File: src/rtl/i2cseq_pkg.sv
package i2cseq_pkg;

    typedef enum logic [1:0] {
        OP_PROBE = 2'd0,
        OP_WRITE = 2'd1,
        OP_READ  = 2'd2
    } op_e;

    // control byte bits decoded by the byte engine
    localparam logic [7:0] CTL_ACK   = 8'h04;
    localparam logic [7:0] CTL_FLAG  = 8'h08;
    localparam logic [7:0] CTL_STOP  = 8'h10;
    localparam logic [7:0] CTL_START = 8'h20;
    localparam logic [7:0] CTL_EN    = 8'h40;

    // status codes returned by the engine
    localparam logic [7:0] SC_START   = 8'h08;
    localparam logic [7:0] SC_RESTART = 8'h10;
    localparam logic [7:0] SC_AW_ACK  = 8'h18;
    localparam logic [7:0] SC_DW_ACK  = 8'h28;
    localparam logic [7:0] SC_AR_ACK  = 8'h40;
    localparam logic [7:0] SC_DR_ACK  = 8'h50;
    localparam logic [7:0] SC_DR_NAK  = 8'h58;
    localparam logic [7:0] SC_IDLE    = 8'hF8;

    localparam logic [7:0] ERR_MISMATCH = 8'h01;
    localparam logic [7:0] ERR_TIMEOUT  = 8'h02;

    typedef enum logic [1:0] {
        S_IDLE,
        S_ISSUE,
        S_WAIT,
        S_FIN
    } state_e;

    typedef enum logic [2:0] {
        P_START1,
        P_ADDR1,
        P_MADDR,
        P_WDATA,
        P_START2,
        P_ADDR2,
        P_RDATA,
        P_STOP
    } phase_e;

endpackage

File: src/rtl/i2cseq_poll_timer.sv
module i2cseq_poll_timer #(
    parameter int POLL_CYC   = 1000,
    parameter int POLL_LIMIT = 1000
) (
    input  logic clk,
    input  logic rst_n,
    input  logic restart,
    input  logic run,
    output logic tick,
    output logic last
);
    localparam int DIV_W = (POLL_CYC   > 1) ? $clog2(POLL_CYC)       : 1;
    localparam int CNT_W = $clog2(POLL_LIMIT + 1);

    typedef struct packed {
        logic [DIV_W-1:0] div;
        logic [CNT_W-1:0] cnt;
    } tmr_t;

    tmr_t tmr_d, tmr_q;

    always_comb begin
        tmr_d = tmr_q;
        tick  = run && (tmr_q.div == '0);
        last  = tick && (tmr_q.cnt == CNT_W'(POLL_LIMIT - 1));
        if (restart) begin
            tmr_d.div = DIV_W'(POLL_CYC - 1);
            tmr_d.cnt = '0;
        end else if (tick) begin
            tmr_d.div = DIV_W'(POLL_CYC - 1);
            tmr_d.cnt = tmr_q.cnt + 1'b1;
        end else if (run) begin
            tmr_d.div = tmr_q.div - 1'b1;
        end
    end

    always_ff @(posedge clk or negedge rst_n) begin
        if (!rst_n) tmr_q <= '0;
        else        tmr_q <= tmr_d;
    end


    poll_count_range_chk: assert property (@(posedge clk) disable iff (!rst_n)
        run |-> (tmr_q.cnt < CNT_W'(POLL_LIMIT)));


    poll_spacing_chk: assert property (@(posedge clk) disable iff (!rst_n)
        (tick && !restart) |=> !tick);

endmodule

File: src/rtl/i2cseq_step_judge.sv
module i2cseq_step_judge
    import i2cseq_pkg::*;
(
    input  logic        idle_mode,
    input  logic        tick,
    input  logic        last,
    input  logic        flag,
    input  logic [7:0]  status,
    input  logic [7:0]  expected,
    input  logic [7:0]  ctrl,
    output logic        pass,
    output logic        fail,
    output logic [31:0] word
);
    logic [7:0] ctrl_seen;
    logic [7:0] err_class;

    always_comb begin
        ctrl_seen = ctrl | (flag ? CTL_FLAG : 8'h00);
        if (idle_mode) begin
            pass      = tick && (status == SC_IDLE);
            fail      = tick && last && (status != SC_IDLE);
            err_class = ERR_TIMEOUT;
        end else begin
            pass      = tick && flag && (status == expected);
            fail      = tick && ((flag && (status != expected)) || (!flag && last));
            err_class = flag ? ERR_MISMATCH : ERR_TIMEOUT;
        end
        word = {err_class, ctrl_seen, status, expected};
    end

endmodule

File: src/rtl/i2c_txn_seq.sv
module i2c_txn_seq
    import i2cseq_pkg::*;
#(
    parameter int CLK_HZ      = 100_000_000,
    parameter int SCL_HZ      = 100_000,
    parameter int POLL_LIMIT  = 1000,
    parameter int MADDR_BYTES = 3,
    parameter int LEN_W       = 8,
    localparam int ALEN_W     = $clog2(MADDR_BYTES + 1),
    localparam int MA_W       = 8 * MADDR_BYTES
) (
    input  logic              clk,
    input  logic              rst_n,
    input  logic              cmd_valid,
    output logic              cmd_ready,
    input  logic [1:0]        cmd_op,
    input  logic [6:0]        cmd_chip,
    input  logic [ALEN_W-1:0] cmd_alen,
    input  logic [MA_W-1:0]   cmd_maddr,
    input  logic [LEN_W-1:0]  cmd_len,
    input  logic [7:0]        wr_data,
    output logic              wr_pop,
    output logic              rd_valid,
    output logic [7:0]        rd_data,
    output logic              done,
    output logic [31:0]       err_word,
    output logic              eng_ctrl_wr,
    output logic [7:0]        eng_ctrl,
    output logic              eng_data_wr,
    output logic [7:0]        eng_wdata,
    input  logic              eng_flag,
    input  logic [7:0]        eng_status,
    input  logic [7:0]        eng_rdata
);
    localparam int POLL_CYC = (CLK_HZ / SCL_HZ > 0) ? CLK_HZ / SCL_HZ : 1;

    typedef struct packed {
        state_e            st;
        phase_e            ph;
        logic [1:0]        op;
        logic [6:0]        chip;
        logic [ALEN_W-1:0] alen;
        logic [MA_W-1:0]   maddr;
        logic [LEN_W-1:0]  len;
        logic [7:0]        ctrl_last;
        logic [7:0]        expect_sc;
        logic [31:0]       err;
        logic              rdv;
        logic [7:0]        rdd;
    } seq_t;

    seq_t seq_d, seq_q;

    logic        is_read, is_probe;
    logic [7:0]  step_ctrl, step_byte, step_exp, mbyte;
    logic        step_has_data;
    logic        issue, waiting;
    logic        tick, last, pass, fail;
    logic [31:0] fail_word;
    phase_e      after_maddr;

    assign is_read  = (seq_q.op == OP_READ);
    assign is_probe = (seq_q.op == OP_PROBE);
    assign issue    = (seq_q.st == S_ISSUE);
    assign waiting  = (seq_q.st == S_WAIT);

    i2cseq_poll_timer #(
        .POLL_CYC   (POLL_CYC),
        .POLL_LIMIT (POLL_LIMIT)
    ) u_timer (
        .clk     (clk),
        .rst_n   (rst_n),
        .restart (issue),
        .run     (waiting),
        .tick    (tick),
        .last    (last)
    );

    i2cseq_step_judge u_judge (
        .idle_mode (seq_q.ph == P_STOP),
        .tick      (tick),
        .last      (last),
        .flag      (eng_flag),
        .status    (eng_status),
        .expected  (seq_q.expect_sc),
        .ctrl      (seq_q.ctrl_last),
        .pass      (pass),
        .fail      (fail),
        .word      (fail_word)
    );

    // memory address byte selected by remaining count (MSB first)
    always_comb begin
        mbyte = 8'h00;
        for (int i = 0; i < MADDR_BYTES; i++) begin
            if (seq_q.alen == ALEN_W'(i + 1)) mbyte = seq_q.maddr[8*i +: 8];
        end
    end

    // per-phase step description
    always_comb begin
        step_ctrl     = CTL_EN;
        step_byte     = 8'h00;
        step_exp      = SC_IDLE;
        step_has_data = 1'b0;
        unique case (seq_q.ph)
            P_START1: begin step_ctrl = CTL_EN | CTL_START; step_exp = SC_START; end
            P_ADDR1: begin
                step_byte     = {seq_q.chip, is_probe};
                step_exp      = is_probe ? SC_AR_ACK : SC_AW_ACK;
                step_has_data = 1'b1;
            end
            P_MADDR: begin step_byte = mbyte;   step_exp = SC_DW_ACK; step_has_data = 1'b1; end
            P_WDATA: begin step_byte = wr_data; step_exp = SC_DW_ACK; step_has_data = 1'b1; end
            P_START2: begin step_ctrl = CTL_EN | CTL_START; step_exp = SC_RESTART; end
            P_ADDR2: begin
                step_byte     = {seq_q.chip, 1'b1};
                step_exp      = SC_AR_ACK;
                step_has_data = 1'b1;
            end
            P_RDATA: begin
                if (seq_q.len > LEN_W'(1)) begin
                    step_ctrl = CTL_EN | CTL_ACK;
                    step_exp  = SC_DR_ACK;
                end else begin
                    step_exp  = SC_DR_NAK;
                end
            end
            P_STOP: begin step_ctrl = CTL_EN | CTL_STOP; step_exp = SC_IDLE; end
            default: ;
        endcase
    end

    // what follows the memory address phase
    always_comb begin
        if (is_read)                  after_maddr = P_START2;
        else if (seq_q.len != '0)     after_maddr = P_WDATA;
        else                          after_maddr = P_STOP;
    end

    always_comb begin
        seq_d     = seq_q;
        seq_d.rdv = 1'b0;
        unique case (seq_q.st)
            S_IDLE: begin
                if (cmd_valid) begin
                    seq_d.st    = S_ISSUE;
                    seq_d.ph    = P_START1;
                    seq_d.op    = cmd_op;
                    seq_d.chip  = cmd_chip;
                    seq_d.alen  = cmd_alen;
                    seq_d.maddr = cmd_maddr;
                    seq_d.len   = (cmd_op == OP_PROBE) ? LEN_W'(1) : cmd_len;
                    seq_d.err   = '0;
                end
            end
            S_ISSUE: begin
                seq_d.st        = S_WAIT;
                seq_d.ctrl_last = step_ctrl;
                seq_d.expect_sc = step_exp;
            end
            S_WAIT: begin
                if (fail) begin
                    if (seq_q.err == '0) seq_d.err = fail_word;
                    if (seq_q.ph == P_STOP) begin
                        seq_d.st = S_FIN;
                    end else begin
                        seq_d.ph = P_STOP;
                        seq_d.st = S_ISSUE;
                    end
                end else if (pass) begin
                    seq_d.st = S_ISSUE;
                    unique case (seq_q.ph)
                        P_START1: seq_d.ph = P_ADDR1;
                        P_ADDR1: begin
                            if (is_probe)                seq_d.ph = P_RDATA;
                            else if (seq_q.alen != '0)   seq_d.ph = P_MADDR;
                            else                         seq_d.ph = after_maddr;
                        end
                        P_MADDR: begin
                            seq_d.alen = seq_q.alen - 1'b1;
                            if (seq_q.alen == ALEN_W'(1)) seq_d.ph = after_maddr;
                        end
                        P_WDATA: begin
                            seq_d.len = seq_q.len - 1'b1;
                            if (seq_q.len == LEN_W'(1)) seq_d.ph = P_STOP;
                        end
                        P_START2: seq_d.ph = P_ADDR2;
                        P_ADDR2:  seq_d.ph = (seq_q.len != '0) ? P_RDATA : P_STOP;
                        P_RDATA: begin
                            seq_d.rdv = is_read;
                            seq_d.rdd = eng_rdata;
                            seq_d.len = seq_q.len - 1'b1;
                            if (seq_q.len == LEN_W'(1)) seq_d.ph = P_STOP;
                        end
                        P_STOP: seq_d.st = S_FIN;
                        default: ;
                    endcase
                end
            end
            S_FIN:   seq_d.st = S_IDLE;
            default: seq_d.st = S_IDLE;
        endcase
    end

    always_ff @(posedge clk or negedge rst_n) begin
        if (!rst_n) begin
            seq_q    <= '0;
            seq_q.st <= S_IDLE;
            seq_q.ph <= P_START1;
        end else begin
            seq_q <= seq_d;
        end
    end

    assign cmd_ready   = (seq_q.st == S_IDLE);
    assign done        = (seq_q.st == S_FIN);
    assign err_word    = seq_q.err;
    assign rd_valid    = seq_q.rdv;
    assign rd_data     = seq_q.rdd;
    assign eng_ctrl_wr = issue;
    assign eng_ctrl    = issue ? step_ctrl : 8'h00;
    assign eng_data_wr = issue && step_has_data;
    assign eng_wdata   = issue ? step_byte : 8'h00;
    assign wr_pop      = issue && (seq_q.ph == P_WDATA);


    done_pulse_chk: assert property (@(posedge clk) disable iff (!rst_n)
        done |=> !done);


    fin_after_stop_chk: assert property (@(posedge clk) disable iff (!rst_n)
        $rose(done) |-> $past(waiting && seq_q.ph == P_STOP));


    stop_after_err_chk: assert property (@(posedge clk) disable iff (!rst_n)
        (eng_ctrl_wr && err_word != '0) |-> (eng_ctrl == (CTL_EN | CTL_STOP)));


    ack_only_in_read_chk: assert property (@(posedge clk) disable iff (!rst_n)
        (eng_ctrl_wr && eng_ctrl[2]) |-> (is_read && !eng_data_wr));


    pop_with_send_chk: assert property (@(posedge clk) disable iff (!rst_n)
        wr_pop |-> (eng_data_wr && eng_ctrl == CTL_EN));


    err_class_chk: assert property (@(posedge clk) disable iff (!rst_n)
        (done && err_word != '0) |-> (err_word[31:24] == ERR_MISMATCH || err_word[31:24] == ERR_TIMEOUT));


    probe_no_data_chk: assert property (@(posedge clk) disable iff (!rst_n)
        (rd_valid) |-> $past(is_read));

endmodule

File: config.mk
export PLATFORM = sky130hd
export DESIGN_NAME = i2c_txn_seq
export DESIGN_NICKNAME = d
export VERILOG_FILES = /design/src/rtl/i2cseq_pkg.sv /design/src/rtl/i2cseq_poll_timer.sv /design/src/rtl/i2cseq_step_judge.sv /design/src/rtl/i2c_txn_seq.sv
export SDC_FILE = /design/constraint.sdc
export NUM_CORES = 1
export LEC_CHECK = 0
export CORE_MARGIN = 2
export CORE_UTILIZATION = 46
export CTS_CLUSTER_DIAMETER = 30
export DETAILED_ROUTE_END_ITERATION = 10
export PLACE_DENSITY = 0.77
export SYNTH_ARGS = -nofsm -noshare
export SYNTH_HDL_FRONTEND = slang
export SYNTH_SLANG_ARGS = --single-unit
export TNS_END_PERCENT = 100
File: constraint.sdc
create_clock -name clk -period 2.7 [get_ports clk]
set_input_delay 0.405 -clock clk [delete_from_list [all_inputs] [get_ports clk]]
set_output_delay 0.405 -clock clk [all_outputs]
set_load 0.05 [all_outputs]
==> impl_metrics.env <==
export IMPL_status="complete, no violations"
export IMPL_yosysTopAreaCell="dfrtp_1"
export IMPL_ant_nets=0
export IMPL_r2r_start="u_timer.tmr_q[16]"
export IMPL_critPathCapture="eng_wdata[5]"
export IMPL_grt_max_degree=59
export IMPL_hold_violations=0
export IMPL_synth_xor_area_share_pct=3.19
export IMPL_io_buffers=116
export IMPL_clk_pin_slew_worst_paths_ns=0.07
export IMPL_ys_flop_type="dfrtp_1"
export IMPL_tritoncts="built"
export IMPL_avgViaCountPerCell=5.52
export IMPL_peakVddDrop_mv=0.541
export IMPL_synth_edff_count=0
export IMPL_final_cell_mix="dfrtp_1, clkdlybuf4s50_1, nand2_1"
export IMPL_drtIter0Drc=346
export IMPL_worst_setup_path_start_kind="register"
export IMPL_nNetsFinal=748
export IMPL_rrSetupSlack_ns=0.13
export IMPL_synth_cell_type_count=57
export IMPL_core_area_mm2=0.0121
export IMPL_synth_compound_area_share_pct=15.8
export IMPL_ys_ff_latch=106
export IMPL_max_slew_margin_pct=53.9
export IMPL_dpl_hpwl_um=10200
export IMPL_drc=0
export IMPL_grt_overflow=0
export IMPL_wl_um=14000
export IMPL_clock_path_buffers=2
export IMPL_hp_class="in -> async"
export IMPL_grt_pass1_wl_um=22500
export IMPL_finalClockSkew_ns=0.00865
export IMPL_rows=40
export IMPL_synthAdderAreaFrac_pct=3.04
export IMPL_synth_top_cell_area_share_pct=46.0
export IMPL_worst_setup_path_type="reg -> out"
export IMPL_htree_levels=3
export IMPL_antenna_found_initial=0
export IMPL_layout_drive_gt1_share_pct=19.3
export IMPL_die_w_um=116
export IMPL_area_growth_pct=31.5
export IMPL_numCtsBuffers=9
export IMPL_dr_pass1_iters=5
export IMPL_leakagePower_nw=3.23
export IMPL_ctsHoldBuffers=0
export IMPL_reg2reg_to="err_word[3]"
export IMPL_synth_cells=558
export IMPL_synth_seq_area_share_pct=46.0
export IMPL_fin_hold_ws_ns=0.0667
export IMPL_worstSetupStartpoint="seq_q[90]"
export IMPL_wl_per_cell_um=16.7
export IMPL_crit_arrival_ns=2.23
export IMPL_slew_violations=0
export IMPL_ys_warn_count=0
export IMPL_start_util_pct=47.6
export IMPL_postSynthAreaPerCell_um2=10.3
export IMPL_synthArstFlopShare_pct=100
export IMPL_min_period_over_period_pct=97.8
export IMPL_place_gp_congestion=0.899
export IMPL_n_antenna_cell=0
export IMPL_finalSetupTns_ns=0
export IMPL_vias=4617
export IMPL_tightestPinTransition_ns=0.682
export IMPL_worst_r2r_path_depth=7
export IMPL_layout_commonest_cell="dfrtp_1"
export IMPL_synth_area_mm2=0.00576
export IMPL_cts_root_buf="clkbuf_16"
export IMPL_dieHeight_um=116
export IMPL_clkSinkCount=106
export IMPL_num_io_pins=133
export IMPL_clk_latency_ns=0.36
export IMPL_die_area_mm2=0.0134
export IMPL_powerDensity_mw_per_mm2=904
export IMPL_cap_violations=0
export IMPL_first_global_vias=4575
export IMPL_path_max_fanout=7
export IMPL_critPathCaptureType="output port"
export IMPL_synth_top_family_by_area="compound AO/OA/AOI/OAI gates"
export IMPL_synth_simple_area_share_pct=14.4
export IMPL_synth_area_mux_share_pct=8.71
export IMPL_timing_fmax_mhz=379
export IMPL_finalSetupViolCount=0
export IMPL_yosys_top_cells_area="dfrtp_1, mux2_2, buf_4, a22o_1, ha_1"
export IMPL_grtUsageTotal_pct=21.2
export IMPL_critical_path_required_ns=2.30
export IMPL_fin_crit_ns=2.64
==> synth_stat cells (3+ instances only) <==
cell and instances:
nor2b_1 14, o311ai_0 4, buf_1 3, o31ai_1 8
nand2b_1 6, nand4_1 8, nor3_1 11, a21o_1 9
o21a_1 4, a21oi_1 19, mux2i_1 4, buf_4 45
xor2_1 10, o21ai_0 16, a221oi_1 10, nor2_1 35
ha_1 14, a22o_1 20, or3_1 4, o22ai_1 4
and3_1 4, inv_1 12, mux2_2 41, nor4_1 10
and2_1 4, nand2_1 42, a22oi_1 8, xnor2_1 11
o211ai_1 5, clkbuf_1 19, dfrtp_1 106, nand3_1 14
==> cell families (layout without fill, tap and decap cells) <==
logic type,after synthesis,count (layout)
flops,106,106
compound gates,124,124
xor+xnor,21,21
buf+inv,84,179
mux,45,45
other cells,1,16
fa+ha+maj,14,14
simple gates,163,163
==> worst min-delay path by stage <==
stage | to | slack [ns] | depth (start not counted) | from
2_1_floorplan | err_word[10] | 0.11 | 0 | rst_n
3_3_place_gp | seq_q[55] | 0.46 | 1 | seq_q[55]
3_5_place_dp | seq_q[55] | 0.46 | 1 | seq_q[55]
4_1_cts | u_timer.tmr_q[0] | 0.09 | 1 | rst_n
5_1_grt | u_timer.tmr_q[4] | 0.12 | 1 | rst_n
6_report | u_timer.tmr_q[5] | 0.07 | 1 | rst_n
==> report_power, final <==
part	switching (mW)	internal (mW)	total [mW]
Sequential	0.359	2.03	2.39
Combinational	1.68	1.32	3.00
Clock	0.609	0.848	1.46
==> cell type report <==
| cell class | count | area (µm²) |
|---|---|---|
| repair buffers | 149 | 1560 |
| flip-flops and latches | 106 | 2660 |
| clock buffers | 10 | 239 |
| fillers | 960 | 4540 |
| clock inverters | 6 | 93.8 |
| inverters | 14 | 56.3 |
| well taps | 168 | 210 |
| multi-input cells | 383 | 2760 |
==> registers in the layout (all words and copies together) (netlist names) <==
register / flops
rd_data: 8
rd_valid: 1
u_timer.tmr_q: 20
seq_q: 57
err_word: 20
==> timing repair <==
item	in CTS	in global routing
setup buffers	0	10
gates resized for setup	1	22
pin swaps	1	8
endpoints found under the setup margin	6	12
==> critical path: stages (launching register included) <==
cell,delay [ns]
dfrtp_2,0.45
inv_2,0.10
ha_4,0.14
nor2b_4,0.13
buf_6,0.13
a221oi_1,0.10
o31ai_1,0.32
a22oi_1,0.13
nor2_2,0.19
buf_12,0.16
==> per-layer routing <==
layer / vias up / wire length, µm / global-route usage, %
met1: 2234 / 5820 / 27.4
met5: - / 0 / 0
met2: 188 / 6750 / 34.3
li1: 2162 / - / -
met3: 33 / 1000 / 5.65
met4: 0 / 397 / 8.17
==> through the flow <==
| stage | power (mW) | cell area [µm²] | utilization (%) | instances | setup slack, ns |
|---|---|---|---|---|---|
| final | 6.85 | 7570 | 62.5 | 836 | 0.0604 |
| after detailed placement | 5.18 | 7060 | 58.3 | 810 | -0.0229 |
| after global placement | 5.08 | 7060 | 58.3 | 810 | 0.0278 |
| after CTS | 6.65 | 7400 | 61.1 | 826 | -0.0403 |
| after floorplan | 4.26 | 5820 | - | 573 | -0.0867 |
| after global routing | 7.25 | 7570 | 62.5 | 836 | -0.0104 |
Note: power is estimated with default switching activity, not from simulation.
